## config.mk

```make
export PLATFORM = sky130hd
export DESIGN_NAME = led_fault_classifier
export DESIGN_NICKNAME = d
export VERILOG_FILES = /design/src/rtl/lfc_pkg.sv /design/src/rtl/lfc_sync.sv /design/src/rtl/lfc_timer.sv /design/src/rtl/lfc_fsm.sv /design/src/rtl/lfc_report.sv /design/src/rtl/led_fault_classifier.sv
export SDC_FILE = /design/constraint.sdc
export NUM_CORES = 1
export LEC_CHECK = 0
export CAP_MARGIN = 5
export CORE_MARGIN = 2
export CORE_UTILIZATION = 55
export CTS_CLUSTER_SIZE = 25
export DETAILED_ROUTE_END_ITERATION = 10
export PLACE_DENSITY = 0.83
export SLEW_MARGIN = 40
export SYNTH_ARGS = -nofsm -noshare
export SYNTH_HDL_FRONTEND = slang
export SYNTH_SLANG_ARGS = --single-unit
```

## constraint.sdc

```tcl
create_clock -name clk -period 3.1 [get_ports clk]
set_input_delay 0.31 -clock clk [delete_from_list [all_inputs] [get_ports clk]]
set_output_delay 0.31 -clock clk [all_outputs]
set_load 0.01 [all_outputs]
```

## src/rtl/lfc_pkg.sv

```systemverilog
package lfc_pkg;

  typedef enum logic [2:0] {
    FC_NONE      = 3'd0,
    FC_OPEN      = 3'd1,
    FC_SHORT_BAT = 3'd2,
    FC_SHORT_GND = 3'd3,
    FC_OVERTEMP  = 3'd4
  } fcode_e;

  typedef enum logic [1:0] {
    ST_WATCH  = 2'd0,
    ST_SETTLE = 2'd1,
    ST_COOL   = 2'd2,
    ST_LOCK   = 2'd3
  } fsm_e;

  // Verdict at the end of the settle interval (PWM forced low).
  function automatic fcode_e settle_verdict(input logic fault_n, input logic vcomp);
    fcode_e r;
    case ({fault_n, vcomp})
      2'b01:   r = FC_SHORT_BAT;
      2'b10:   r = FC_OPEN;
      default: r = FC_NONE;
    endcase
    return r;
  endfunction

  // Verdict at the end of the cooling interval.
  function automatic fcode_e cool_verdict(input logic fault_n);
    return fault_n ? FC_OVERTEMP : FC_SHORT_GND;
  endfunction

  // Faults that keep PWM gated until software clears them.
  function automatic logic holds_gate(input fcode_e c);
    return (c == FC_SHORT_BAT) || (c == FC_SHORT_GND);
  endfunction

  function automatic int unsigned max_u(input int unsigned a, input int unsigned b);
    return (a > b) ? a : b;
  endfunction

endpackage

```

## src/rtl/lfc_sync.sv

```systemverilog
module lfc_sync #(
  parameter int          W       = 2,
  parameter int          STAGES  = 2,
  parameter logic [W-1:0] RST_VAL = '0
) (
  input  logic         clk,
  input  logic         rst_n,
  input  logic [W-1:0] d,
  output logic [W-1:0] q
);
  logic [STAGES-1:0][W-1:0] chain;

  for (genvar s = 0; s < STAGES; s++) begin : g_stage
    if (s == 0) begin : g_first
      always_ff @(posedge clk or negedge rst_n) begin
        if (!rst_n) chain[0] <= RST_VAL;
        else        chain[0] <= d;
      end
    end else begin : g_next
      always_ff @(posedge clk or negedge rst_n) begin
        if (!rst_n) chain[s] <= RST_VAL;
        else        chain[s] <= chain[s-1];
      end
    end
  end

  assign q = chain[STAGES-1];
endmodule

```

## src/rtl/lfc_timer.sv

```systemverilog
module lfc_timer #(
  parameter int unsigned SETTLE_CYC = 300,
  parameter int unsigned COOL_CYC   = 30_000_000
) (
  input  logic clk,
  input  logic rst_n,
  input  logic start,
  input  logic pick_cool,
  output logic done
);
  import lfc_pkg::*;

  localparam int unsigned MAXC = max_u(SETTLE_CYC, COOL_CYC);
  localparam int          CW   = (MAXC < 2) ? 1 : $clog2(MAXC);
  localparam logic [CW-1:0] LOAD_SETTLE = CW'(SETTLE_CYC - 1);
  localparam logic [CW-1:0] LOAD_COOL   = CW'(COOL_CYC - 1);
  localparam logic [CW-1:0] LOAD_MAX    = CW'(MAXC - 1);

  logic [CW-1:0] cnt;

  always_ff @(posedge clk or negedge rst_n) begin
    if (!rst_n)          cnt <= '0;
    else if (start)      cnt <= pick_cool ? LOAD_COOL : LOAD_SETTLE;
    else if (cnt != '0)  cnt <= cnt - 1'b1;
  end

  assign done = (cnt == '0);

  AST_TMR_RANGE: assert property (@(posedge clk) disable iff (!rst_n)
    cnt <= LOAD_MAX);
  AST_TMR_STEP: assert property (@(posedge clk) disable iff (!rst_n)
    (!start && cnt != '0) |=> (cnt == $past(cnt) - 1'b1));
endmodule

```

## src/rtl/lfc_fsm.sv

```systemverilog
module lfc_fsm (
  input  logic            clk,
  input  logic            rst_n,
  input  logic            fault_n_s,
  input  logic            vcomp_s,
  input  logic            clear,
  input  logic            tmr_done,
  output logic            tmr_start,
  output logic            tmr_pick_cool,
  output logic            confirm,
  output lfc_pkg::fsm_e   state,
  output logic            latch,
  output lfc_pkg::fcode_e latch_code
);
  import lfc_pkg::*;

  logic  fault_n_p, vcomp_p;
  fsm_e  state_nx;
  fcode_e verdict;

  // Previous synchronised sample for the two-in-a-row confirmation.
  always_ff @(posedge clk or negedge rst_n) begin
    if (!rst_n) begin
      fault_n_p <= 1'b1;
      vcomp_p   <= 1'b0;
    end else begin
      fault_n_p <= fault_n_s;
      vcomp_p   <= vcomp_s;
    end
  end

  assign confirm = !fault_n_s && !fault_n_p && (vcomp_s == vcomp_p);

  always_comb begin
    state_nx      = state;
    tmr_start     = 1'b0;
    tmr_pick_cool = 1'b0;
    latch         = 1'b0;
    latch_code    = FC_NONE;
    verdict       = FC_NONE;
    case (state)
      ST_WATCH: begin
        if (confirm) begin
          tmr_start     = 1'b1;
          tmr_pick_cool = !vcomp_s;
          state_nx      = vcomp_s ? ST_SETTLE : ST_COOL;
        end
      end
      ST_SETTLE: begin
        if (tmr_done) begin
          verdict = settle_verdict(fault_n_s, vcomp_s);
          if (verdict == FC_NONE) begin
            state_nx = ST_WATCH;
          end else begin
            latch      = 1'b1;
            latch_code = verdict;
            state_nx   = holds_gate(verdict) ? ST_LOCK : ST_WATCH;
          end
        end
      end
      ST_COOL: begin
        if (tmr_done) begin
          verdict    = cool_verdict(fault_n_s);
          latch      = 1'b1;
          latch_code = verdict;
          state_nx   = holds_gate(verdict) ? ST_LOCK : ST_WATCH;
        end
      end
      ST_LOCK: begin
        if (clear) state_nx = ST_WATCH;
      end
      default: state_nx = ST_WATCH;
    endcase
  end

  always_ff @(posedge clk or negedge rst_n) begin
    if (!rst_n) state <= ST_WATCH;
    else        state <= state_nx;
  end

  AST_START_ENTERS_TIMED: assert property (@(posedge clk) disable iff (!rst_n)
    tmr_start |=> (state == ST_SETTLE || state == ST_COOL));
  AST_COOL_FROM_LOW_VCOMP: assert property (@(posedge clk) disable iff (!rst_n)
    (state == ST_WATCH && confirm && !vcomp_s) |=> (state == ST_COOL));
  AST_LOCK_HOLDS: assert property (@(posedge clk) disable iff (!rst_n)
    (state == ST_LOCK && !clear) |=> (state == ST_LOCK));
endmodule

```

## src/rtl/lfc_report.sv

```systemverilog
module lfc_report (
  input  logic            clk,
  input  logic            rst_n,
  input  logic            latch,
  input  lfc_pkg::fcode_e latch_code,
  input  logic            clear,
  output lfc_pkg::fcode_e code_q,
  output logic            valid_q
);
  import lfc_pkg::*;

  always_ff @(posedge clk or negedge rst_n) begin
    if (!rst_n) begin
      code_q  <= FC_NONE;
      valid_q <= 1'b0;
    end else begin
      valid_q <= latch;
      if (latch)      code_q <= latch_code;
      else if (clear) code_q <= FC_NONE;
    end
  end

  AST_VALID_SINGLE: assert property (@(posedge clk) disable iff (!rst_n)
    valid_q |=> !valid_q);
  AST_VALID_NONZERO: assert property (@(posedge clk) disable iff (!rst_n)
    valid_q |-> (code_q != FC_NONE));
endmodule

```

## src/rtl/led_fault_classifier.sv

```systemverilog
module led_fault_classifier #(
  parameter int unsigned SETTLE_CYC = 300,
  parameter int unsigned COOL_CYC   = 30_000_000
) (
  input  logic       clk,
  input  logic       rst_n,
  input  logic       pwm_req,
  input  logic       fault_n_in,
  input  logic       vcomp_in,
  input  logic       clear,
  output logic       pwm_out,
  output logic [2:0] fault_code,
  output logic       code_valid,
  output logic       busy
);
  import lfc_pkg::*;

  logic [1:0] raw_in, sync_out;
  logic       fault_n_s, vcomp_s;
  logic       tmr_start, tmr_pick_cool, tmr_done, confirm, latch;
  fsm_e       state;
  fcode_e     latch_code, code_q;

  assign raw_in = {fault_n_in, vcomp_in};

  lfc_sync #(.W(2), .STAGES(2), .RST_VAL(2'b10)) i_sync (
    .clk(clk), .rst_n(rst_n), .d(raw_in), .q(sync_out)
  );
  assign fault_n_s = sync_out[1];
  assign vcomp_s   = sync_out[0];

  lfc_timer #(.SETTLE_CYC(SETTLE_CYC), .COOL_CYC(COOL_CYC)) i_timer (
    .clk(clk), .rst_n(rst_n), .start(tmr_start), .pick_cool(tmr_pick_cool), .done(tmr_done)
  );

  lfc_fsm i_fsm (
    .clk(clk), .rst_n(rst_n), .fault_n_s(fault_n_s), .vcomp_s(vcomp_s), .clear(clear),
    .tmr_done(tmr_done), .tmr_start(tmr_start), .tmr_pick_cool(tmr_pick_cool),
    .confirm(confirm), .state(state), .latch(latch), .latch_code(latch_code)
  );

  lfc_report i_report (
    .clk(clk), .rst_n(rst_n), .latch(latch), .latch_code(latch_code), .clear(clear),
    .code_q(code_q), .valid_q(code_valid)
  );

  assign pwm_out    = pwm_req && (state == ST_WATCH);
  assign busy       = (state == ST_SETTLE) || (state == ST_COOL);
  assign fault_code = code_q;

  AST_BUSY_NEEDS_CONFIRM: assert property (@(posedge clk) disable iff (!rst_n)
    $rose(busy) |-> $past(confirm));
  AST_GATE_AFTER_SHORT: assert property (@(posedge clk) disable iff (!rst_n)
    (latch && holds_gate(latch_code)) |=> !pwm_out);
  AST_RESUME_AFTER_OT: assert property (@(posedge clk) disable iff (!rst_n)
    (latch && latch_code == FC_OVERTEMP) |=> (pwm_out == pwm_req));
  AST_GATED_WHILE_BUSY: assert property (@(posedge clk) disable iff (!rst_n)
    (tmr_start) |=> (busy && !pwm_out));
endmodule

```

==> results.sh, run 1 <==
export IMPL_path_cells="or4_4 -> or3_1 -> or3_1 -> xor2_1 -> o21ai_2"
export IMPL_hp_start="fault_n_in"
export IMPL_cts_buffers=5
export IMPL_ios=12
export IMPL_top_usage_layer="met2"
export IMPL_cts_buffer_depth=2
export IMPL_ys_seq_area_share_pct=46.1
export IMPL_fmax_mhz=422
export IMPL_fp_coreArea_sq_um=3420
export IMPL_ys_types=49
export IMPL_fin_crit_sh_pct=76.5
export IMPL_r2r_slack_ps=730
export IMPL_yosysWarnings=0
export IMPL_synth_area_leader_cell="dfrtp_1"
export IMPL_worst_hold_path_endpoint="i_sync.chain[1]"
export IMPL_switching_share_pct=22.2
export IMPL_vias=1577
export IMPL_synth_nets=211
export IMPL_skew_ps=8.90
export IMPL_crit_family="simple AND/OR/NAND/NOR gates"
export IMPL_place_inst=251
export IMPL_rr_worst_depth=5
export IMPL_grt_first_pass_wirelength_microns=7090
export IMPL_pre_cts_slack_ps=728
export IMPL_cap_violations=0
export IMPL_synth_flop_cell="dfrtp_1"
export IMPL_arrival_ps=2620
export IMPL_tightest_slew_ps=555
export IMPL_path_class="reg -> reg"
export IMPL_synth_top_area_share_pct=42.2
export IMPL_cp_slowest_cell="or4_4"
export IMPL_cpPeakStageDelay_ps=570
export IMPL_synth_edf_count=0
export IMPL_combPwrFrac_pct=2.7
export IMPL_powerDensity_nw_per_um2=381
export IMPL_startpoint_type="flip-flop"
export IMPL_drt_wirelength_per_cell_microns=15.6
export IMPL_min_period_ps=2370
export IMPL_antenna_found_initial=0
export IMPL_drc_errors=0
export IMPL_htree_levels=2
export IMPL_grt_util_met1_pct=27.4
export IMPL_hold_buffers=0
export IMPL_cp_max_fo=8
export IMPL_nets=225
export IMPL_area_growth_pct=11.7
export IMPL_netlist_top_cells_count="dfrtp_1 (34), nor2_1 (19), a21oi_1 (10), o21ai_1 (10), nand2_1 (9)"
export IMPL_cts_sinks=37
export IMPL_internal_power_mw=0.668
export IMPL_clk_latency_ps=360
export IMPL_initial_core_util_pct=59.0
export IMPL_setup_viol=0
export IMPL_cts_root_buffer="clkbuf_4"
export IMPL_cts_setup_buffers=0
export IMPL_timing_max_transition_violations_final=0
export IMPL_dp_hpwl_microns=3020
export IMPL_hold_class="in -> reg"
export IMPL_grt_overflow_total=0
export IMPL_fp_row_count=21
export IMPL_power_switching_mw=0.191
export IMPL_place_gp_congestion=0.896
export IMPL_fin_setup_tns_ps=0
export IMPL_p_total_mw=0.859
export IMPL_syn_area_per_cell_sq_um=10.2
export IMPL_dieArea_sq_um=4170
export IMPL_fin_ws_ps=728
export IMPL_n_antenna_cell=0
export IMPL_drive_gt1_share_pct=11.7
export IMPL_grt_pass1_vias=1623
export IMPL_seqPwrFrac_pct=57.3
export IMPL_critPathRequiredTime_ps=3350
export IMPL_cts_resized=0
export IMPL_synthTopCellsByArea="dfrtp_1 (42%), ha_1 (4.3%), dfstp_2 (3.9%)"
export IMPL_status="finished, final reports clean"
export IMPL_async_reset_ff_share_pct=100
export IMPL_cts_tree="done"
export IMPL_final_cells=259
export IMPL_io_buffer_count=11
export IMPL_pwr_share_clk_pct=40.0
export IMPL_clk_pin_slew_ps=120
export IMPL_vdd_drop_max_mv=0.336
export IMPL_wl_microns=4040
export IMPL_finalHoldViolCount=0
export IMPL_met3_usage_pct=6.25
export IMPL_leakagePower_nw=0.860
export IMPL_r2r_start="i_timer.cnt[14]"
export IMPL_grt_usage_pct=22.6
export IMPL_vias_per_cell=6.09
export IMPL_endpoint_kind="flip-flop"
export IMPL_rr_endpoint="i_timer.cnt[23]"
export IMPL_syn_area_sq_um=2020
export IMPL_dr_pass1_iters=4
export IMPL_maxSlewHeadroom_pct=63.0
export IMPL_drtIter0Drc=99
export IMPL_die_w_microns=64.5
export IMPL_cpMostUsedCell="or3_1"
export IMPL_holdPathStages=1
export IMPL_cp_num_buf_inv=0
export IMPL_rsz0062_at_grt="false"
export IMPL_grt_start_max_net_pins=38
export IMPL_synth_most_common_cell="dfrtp_1"
export IMPL_ant_nets=0
export IMPL_grt_use_met2_pct=35.9
export IMPL_ys_ff_latch=37
export IMPL_synthCells=198
export IMPL_die_y_microns=64.5
==> power by group through the flow <==
stage	Sequential (mW)	Clock, mW	Combinational (mW)
global placement	0.500	0	0.0233
detailed placement	0.501	0	0.0243
floorplan	0.500	0	0.00594
global route	0.492	0.369	0.0274
finish	0.492	0.344	0.0235
CTS	0.492	0.348	0.0243
==> how the worst max path moves through the flow <==
stage / from / to / depth (start not counted)
floorplan: i_timer.cnt[14] / i_timer.cnt[23] / 6
global placement: i_timer.cnt[14] / i_timer.cnt[23] / 5
detailed placement: i_timer.cnt[14] / i_report.code_q[2] / 4
CTS: i_timer.cnt[14] / i_report.code_q[2] / 4
global route: i_timer.cnt[9] / i_timer.cnt[23] / 5
finish: i_timer.cnt[14] / i_timer.cnt[23] / 5
==> metrics by stage <==
| stage | area [sq um] | utilization (%) | hold WS [ps] |
|---|---|---|---|
| 5_1_grt | 2250 | 65.9 | 325 |
| 2_1_floorplan | 2020 | - | 14.4 |
| 3_5_place_dp | 2170 | 63.5 | 347 |
| 3_3_place_gp | 2170 | 63.5 | 344 |
| 6_report | 2250 | 65.9 | 340 |
| 4_1_cts | 2250 | 65.9 | 333 |
==> routing by layer <==
layer,routed length [microns],vias up
met5,0,-
met4,96,0
met3,211,11
met2,1950,47
met1,1780,771
li1,-,748
==> sequential cells by signal (all words and copies together) (netlist names) <==
name,count
i_fsm.fault_n_p,1
i_fsm.state,2
i_fsm.vcomp_p,1
i_report.code_q,3
i_report.valid_q,1
i_sync.chain,2
i_sync.q,2
i_timer.cnt,25
==> logic make-up (layout without fill, tap and decap cells) <==
logic type	Yosys count	in the layout	synth area share, %
and+or+nand+nor	83	83	25.8
AOI/OAI and AO/OA	41	41	13.5
DFF	37	37	46.1
buffers and inverters	14	29	2.98
xor gates and xnor gates	11	11	4.78
adders and majority gates	7	7	4.34
muxes	5	5	2.48
==> cell usage in the layout (no fill, tap or decap), types with 2 or more instances in the layout <==
cell type | synthesis | layout
dfrtp_1 | 34 | 34
nor2_1 | 19 | 19
clkdlybuf4s50_1 | 0 | 11
a21oi_1 | 10 | 10
o21ai_1 | 10 | 10
nand2_1 | 9 | 9
inv_1 | 8 | 8
or3_1 | 8 | 8
or4_1 | 8 | 8
xnor2_1 | 8 | 8
nand2b_1 | 7 | 7
nor3_1 | 7 | 7
ha_1 | 7 | 7
mux2i_1 | 5 | 5
clkbuf_4 | 0 | 5
o31ai_1 | 4 | 4
nor4_2 | 3 | 3
nor4_1 | 3 | 3
xor2_1 | 3 | 3
o211ai_1 | 3 | 3
dfstp_2 | 3 | 3
nor2b_1 | 2 | 2
and2_1 | 2 | 2
or2_1 | 2 | 2
o31ai_2 | 2 | 2
o2bb2ai_1 | 2 | 2
buf_4 | 0 | 2
==> cell type report <==
class | instances | area, sq um
multi-input cells | 147 | 1030
fillers | 264 | 1160
repair buffers | 13 | 125
flip-flops and latches | 37 | 930
clock inverters | 3 | 46.3
clock buffers | 5 | 37.5
inverters | 8 | 30.0
well taps | 46 | 57.6
No activity file was read; power rests on OpenSTA's default activity.
==> run 2: changes to the inputs <==
==> constraint.sdc (replaced) <==
create_clock -name clk -period 2.2 [get_ports clk]
set_input_delay 0.22 -clock clk [delete_from_list [all_inputs] [get_ports clk]]
set_output_delay 0.22 -clock clk [all_outputs]
set_load 0.01 [all_outputs]
==> results.sh, run 2 (synthesis results as in run 1) <==
export IMPL_status="finished, final reports clean"
export IMPL_fill_cells=257
export IMPL_drc_errors=0
export IMPL_skew_ps=11.4
export IMPL_powerDensity_nw_per_um2=448
export IMPL_pwr_share_clk_pct=31.7
export IMPL_clk_pin_slew_ps=110
export IMPL_hold_class="in -> async"
export IMPL_internal_power_mw=0.823
export IMPL_dr_pass1_iters=5
export IMPL_grt_usage_pct=25.2
export IMPL_fin_crit_sh_pct=98.1
export IMPL_grt_start_max_net_pins=38
export IMPL_htree_levels=2
export IMPL_die_y_microns=64.5
export IMPL_grt_pass1_vias=1694
export IMPL_area_growth_pct=17.8
export IMPL_rr_worst_depth=6
export IMPL_n_antenna_cell=0
export IMPL_largest_reg_flops=25
export IMPL_rsz0062_at_grt="false"
export IMPL_vias_per_cell=6.24
export IMPL_io_buffer_count=11
export IMPL_cts_buffer_depth=2
export IMPL_dieArea_sq_um=4170
export IMPL_rr_endpoint="i_timer.cnt[23]"
export IMPL_regMostFlops="i_timer.cnt"
export IMPL_cts_buffers=5
export IMPL_path_class="reg -> reg"
export IMPL_fp_row_count=21
export IMPL_top_usage_layer="met2"
export IMPL_vdd_drop_max_mv=0.399
export IMPL_leakagePower_nw=0.925
export IMPL_grt_overflow_total=0
export IMPL_ios=12
export IMPL_power_switching_mw=0.241
export IMPL_min_period_ps=2160
export IMPL_tightest_slew_ps=450
export IMPL_endpoint_kind="flip-flop"
export IMPL_nets=237
export IMPL_cap_violations=0
export IMPL_cts_tree="done"
export IMPL_dp_hpwl_microns=3220
export IMPL_setup_viol=0
export IMPL_place_gp_congestion=0.906
export IMPL_wl_microns=4530
export IMPL_mostFrequentLayoutCells="dfrtp_1 (34), nor2_1 (19), buf_4 (14), clkdlybuf4s50_1 (11), o21ai_1 (10)"
export IMPL_timing_max_transition_violations_final=0
export IMPL_hold_buffers=0
export IMPL_initial_core_util_pct=59.0
export IMPL_r2r_start="i_timer.cnt[0]"
export IMPL_drive_gt1_share_pct=19.6
export IMPL_die_w_microns=64.5
export IMPL_fp_coreArea_sq_um=3420
export IMPL_antenna_found_initial=0
export IMPL_hold_ws_ps=275
export IMPL_drtIter0Drc=113
export IMPL_arrival_ps=2410
export IMPL_ant_nets=0
export IMPL_fmax_mhz=463
export IMPL_seqPwrFrac_pct=65.1
export IMPL_grt_first_pass_wirelength_microns=7880
export IMPL_maxSlewHeadroom_pct=70.0
export IMPL_drt_wirelength_per_cell_microns=16.7
export IMPL_met3_usage_pct=6.77
export IMPL_final_common_cell="dfrtp_1"
export IMPL_clk_latency_ps=350
export IMPL_finalHoldViolCount=0
export IMPL_reg_top3="i_timer.cnt (25), i_report.code_q (3)"
export IMPL_critPathRequiredTime_ps=2450
export IMPL_vias=1691
export IMPL_combPwrFrac_pct=3.2
export IMPL_cts_root_buffer="clkbuf_4"
export IMPL_r2r_slack_ps=40
export IMPL_fin_setup_tns_ps=0
export IMPL_startpoint_type="flip-flop"
export IMPL_grt_util_met1_pct=31.8
export IMPL_switching_share_pct=22.7
export IMPL_cp_max_fo=7
export IMPL_grt_use_met2_pct=39.5
export IMPL_cts_sinks=37
[run 2: critical path: stages, from the launching register on]
cell and delay (ps):
dfrtp_1 390, buf_4 140, or3_1 480, or4_1 460, or3_1 350, xor2_1 190
o21ai_2 60
[run 2: per-layer routing]
layer  up-vias  part of all wire [%]
met5         -                     0
met4         0                   4.0
met3        26                   6.0
met2        69                    48
met1       822                    42
li1        774                     -
[run 2: timing repair]
action,in CTS,in global routing
endpoints found under the hold margin,0,0
setup buffers,0,1
resized for setup,6,6
endpoints found under the setup margin,21,23
pin swaps,1,4
cloned,0,0
[run 2: how the worst max path moves through the flow]
stage                                from              end  cells after the start
after floorplan           i_timer.cnt[14]  i_timer.cnt[23]                      6
after global placement    i_timer.cnt[14]  i_timer.cnt[23]                      5
after detailed placement  i_timer.cnt[14]  i_timer.cnt[21]                      5
after CTS                  i_timer.cnt[5]  i_timer.cnt[20]                      7
after global routing      i_timer.cnt[21]   i_timer.cnt[0]                      7
final                      i_timer.cnt[0]  i_timer.cnt[23]                      6
[run 2: area by class of cell]
type	instances	area, sq um	share of cell area (%)
Timing Repair Buffer	25	215	9.07
Inverter	8	30.0	1.27
Clock buffer	6	41.3	1.74
Sequential cell	37	930	39.2
Clock inverter	2	10.0	0.422
Tap cell	46	57.6	2.42
Multi-Input combinational cell	147	1090	45.9
[run 2: per-stage QoR]
stage          instances  power [mW]  area (sq um)  util [%]  setup WS [ps]
4_1_cts              270        1.08          2340      68.4           29.8
6_report             271        1.06          2370      69.5           40.8
3_3_place_gp         262       0.738          2250      65.9          -17.2
5_1_grt              271        1.11          2370      69.5           5.92
2_1_floorplan        198       0.713          2020         -           59.2
3_5_place_dp         262       0.741          2250      65.9           -137
[run 2: power by group through the flow]
stage	Combinational [mW]	Sequential [mW]	Clock, mW
6_report	0.0338	0.693	0.337
5_1_grt	0.0391	0.694	0.380
4_1_cts	0.0346	0.693	0.348
3_5_place_dp	0.0348	0.706	0
3_3_place_gp	0.0325	0.705	0
2_1_floorplan	0.00837	0.704	0
==> run 3: changes to the inputs <==
--- a/config.mk
+++ b/config.mk
@@ -11,6 +11,7 @@
 export CTS_CLUSTER_SIZE = 25
 export DETAILED_ROUTE_END_ITERATION = 10
 export PLACE_DENSITY = 0.83
+export RECOVER_POWER = 100
 export SLEW_MARGIN = 40
 export SYNTH_ARGS = -nofsm -noshare
 export SYNTH_HDL_FRONTEND = slang
==> results.sh, run 3 (synthesis results as in run 1) <==
export IMPL_drc_errors=0
export IMPL_combPwrFrac_pct=3.0
export IMPL_cts_sinks=37
export IMPL_ant_nets=0
export IMPL_power_switching_mw=0.241
export IMPL_dp_hpwl_microns=3220
export IMPL_vdd_drop_max_mv=0.397
export IMPL_powerDensity_nw_per_um2=449
export IMPL_setup_viol=0
export IMPL_drive_gt1_share_pct=18.7
export IMPL_hold_buffers=0
export IMPL_arrival_ps=2400
export IMPL_antenna_found_initial=0
export IMPL_drt_wirelength_per_cell_microns=16.6
export IMPL_endpoint_kind="flip-flop"
export IMPL_place_gp_congestion=0.906
export IMPL_htree_levels=2
export IMPL_finalHoldViolCount=0
export IMPL_mostFrequentLayoutCells="dfrtp_1 (34), nor2_1 (19), buf_4 (10), a21oi_1 (9)"
export IMPL_rsz0062_at_grt="false"
export IMPL_fin_crit_sh_pct=97.8
export IMPL_cpPeakStageDelay_ps=550
export IMPL_path_cells="or4_4 -> or3_4 -> or3_1 -> xor2_1 -> o21ai_2"
export IMPL_switching_share_pct=22.7
export IMPL_fp_coreArea_sq_um=3420
export IMPL_internal_power_mw=0.821
export IMPL_maxSlewHeadroom_pct=41.8
export IMPL_seqPwrFrac_pct=65.3
export IMPL_vias_per_cell=6.16
export IMPL_grt_start_max_net_pins=38
export IMPL_grt_usage_pct=25.2
export IMPL_largest_reg_flops=25
export IMPL_hold_class="reg -> reg"
export IMPL_wl_microns=4510
export IMPL_fill_cells=261
export IMPL_clk_latency_ps=350
export IMPL_cts_root_buffer="clkbuf_4"
export IMPL_dr_pass1_iters=4
export IMPL_cp_slowest_cell="or4_4"
export IMPL_regMostFlops="i_timer.cnt"
export IMPL_die_w_microns=64.5
export IMPL_status="finished, final reports clean"
export IMPL_grt_first_pass_wirelength_microns=7880
export IMPL_reg_top3="i_timer.cnt (25), i_report.code_q (3)"
export IMPL_n_antenna_cell=0
export IMPL_cts_tree="done"
export IMPL_cap_violations=0
export IMPL_io_buffer_count=11
export IMPL_hold_ws_ps=371
export IMPL_path_class="reg -> reg"
export IMPL_fp_row_count=21
export IMPL_leakagePower_nw=0.930
export IMPL_cp_num_buf_inv=0
export IMPL_crit_family="simple AND/OR/NAND/NOR gates"
export IMPL_startpoint_type="flip-flop"
export IMPL_ios=12
export IMPL_tightest_slew_ps=874
export IMPL_cp_max_fo=8
export IMPL_final_common_cell="dfrtp_1"
export IMPL_design_area_sq_um=2360
export IMPL_dpl_cell_area_sq_um=2250
export IMPL_pwr_share_clk_pct=31.7
export IMPL_nets=237
export IMPL_timing_max_transition_violations_final=0
export IMPL_drtIter0Drc=102
export IMPL_grt_overflow_total=0
export IMPL_min_period_ps=2150
export IMPL_dieArea_sq_um=4170
export IMPL_vias=1669
export IMPL_clk_pin_slew_ps=110
export IMPL_grt_pass1_vias=1694
export IMPL_skew_ps=11.5
export IMPL_die_y_microns=64.5
export IMPL_cts_buffers=5
export IMPL_fin_util_pct=69.2
export IMPL_area_growth_pct=17.2
export IMPL_initial_core_util_pct=59.0
export IMPL_critPathRequiredTime_ps=2450
export IMPL_fmax_mhz=465
export IMPL_cts_buffer_depth=2
## run 3: routing by layer
metal	global-route usage, %	wire [microns]
met1	31.8	1860
met2	39.5	2180
met3	6.77	309
met4	13.8	154
met5	0	0
## run 3: repair_timing
action                                  4_1_cts  5_1_grt
endpoints found under the setup margin       21       23
pin swaps                                     1        4
resized for setup                             6        6
setup buffers                                 0        1
cloned                                        0        0
## run 3: power groups by stage
stage               Sequential, mW  Combinational, mW  Clock (mW)
floorplan                    0.704            0.00837           0
detailed placement           0.706             0.0348           0
finish                       0.693             0.0319       0.337
global placement             0.705             0.0325           0
global route                 0.694             0.0374       0.379
CTS                          0.693             0.0346       0.348
## run 3: area by class of cell
cell class / instances / area (sq um) / share of cell area (%)
Tap cell: 46 / 57.6 / 2.44
Timing Repair Buffer: 25 / 204 / 8.63
Clock buffer: 6 / 41.3 / 1.75
Multi-Input combinational cell: 147 / 1090 / 46.1
Inverter: 8 / 30.0 / 1.27
Sequential cell: 37 / 930 / 39.4
Clock inverter: 2 / 10.0 / 0.424
## run 3: metrics by stage
stage | setup slack (ps) | cells | power, mW | setup TNS [ps]
2_1_floorplan | 59.2 | 198 | 0.713 | 0
3_3_place_gp | -17.2 | 262 | 0.738 | -17.2
3_5_place_dp | -137 | 262 | 0.741 | -817
4_1_cts | 29.8 | 270 | 1.08 | 0
5_1_grt | 7.21 | 271 | 1.11 | 0
6_report | 48.9 | 271 | 1.06 | 0
## run 3: worst paths after layout
check                                 from         endpoint  slack [ps]  cells after the start
min reg2reg                i_sync.chain[1]      i_sync.q[1]         370                      0
min                        i_sync.chain[1]      i_sync.q[1]         370                      0
max reg2reg                i_timer.cnt[14]  i_timer.cnt[23]          50                      5
max in group asynchronous            rst_n  i_timer.cnt[22]        1150                      2
max                        i_timer.cnt[14]  i_timer.cnt[23]          50                      5
min in group asynchronous            rst_n  i_timer.cnt[18]         500                      2
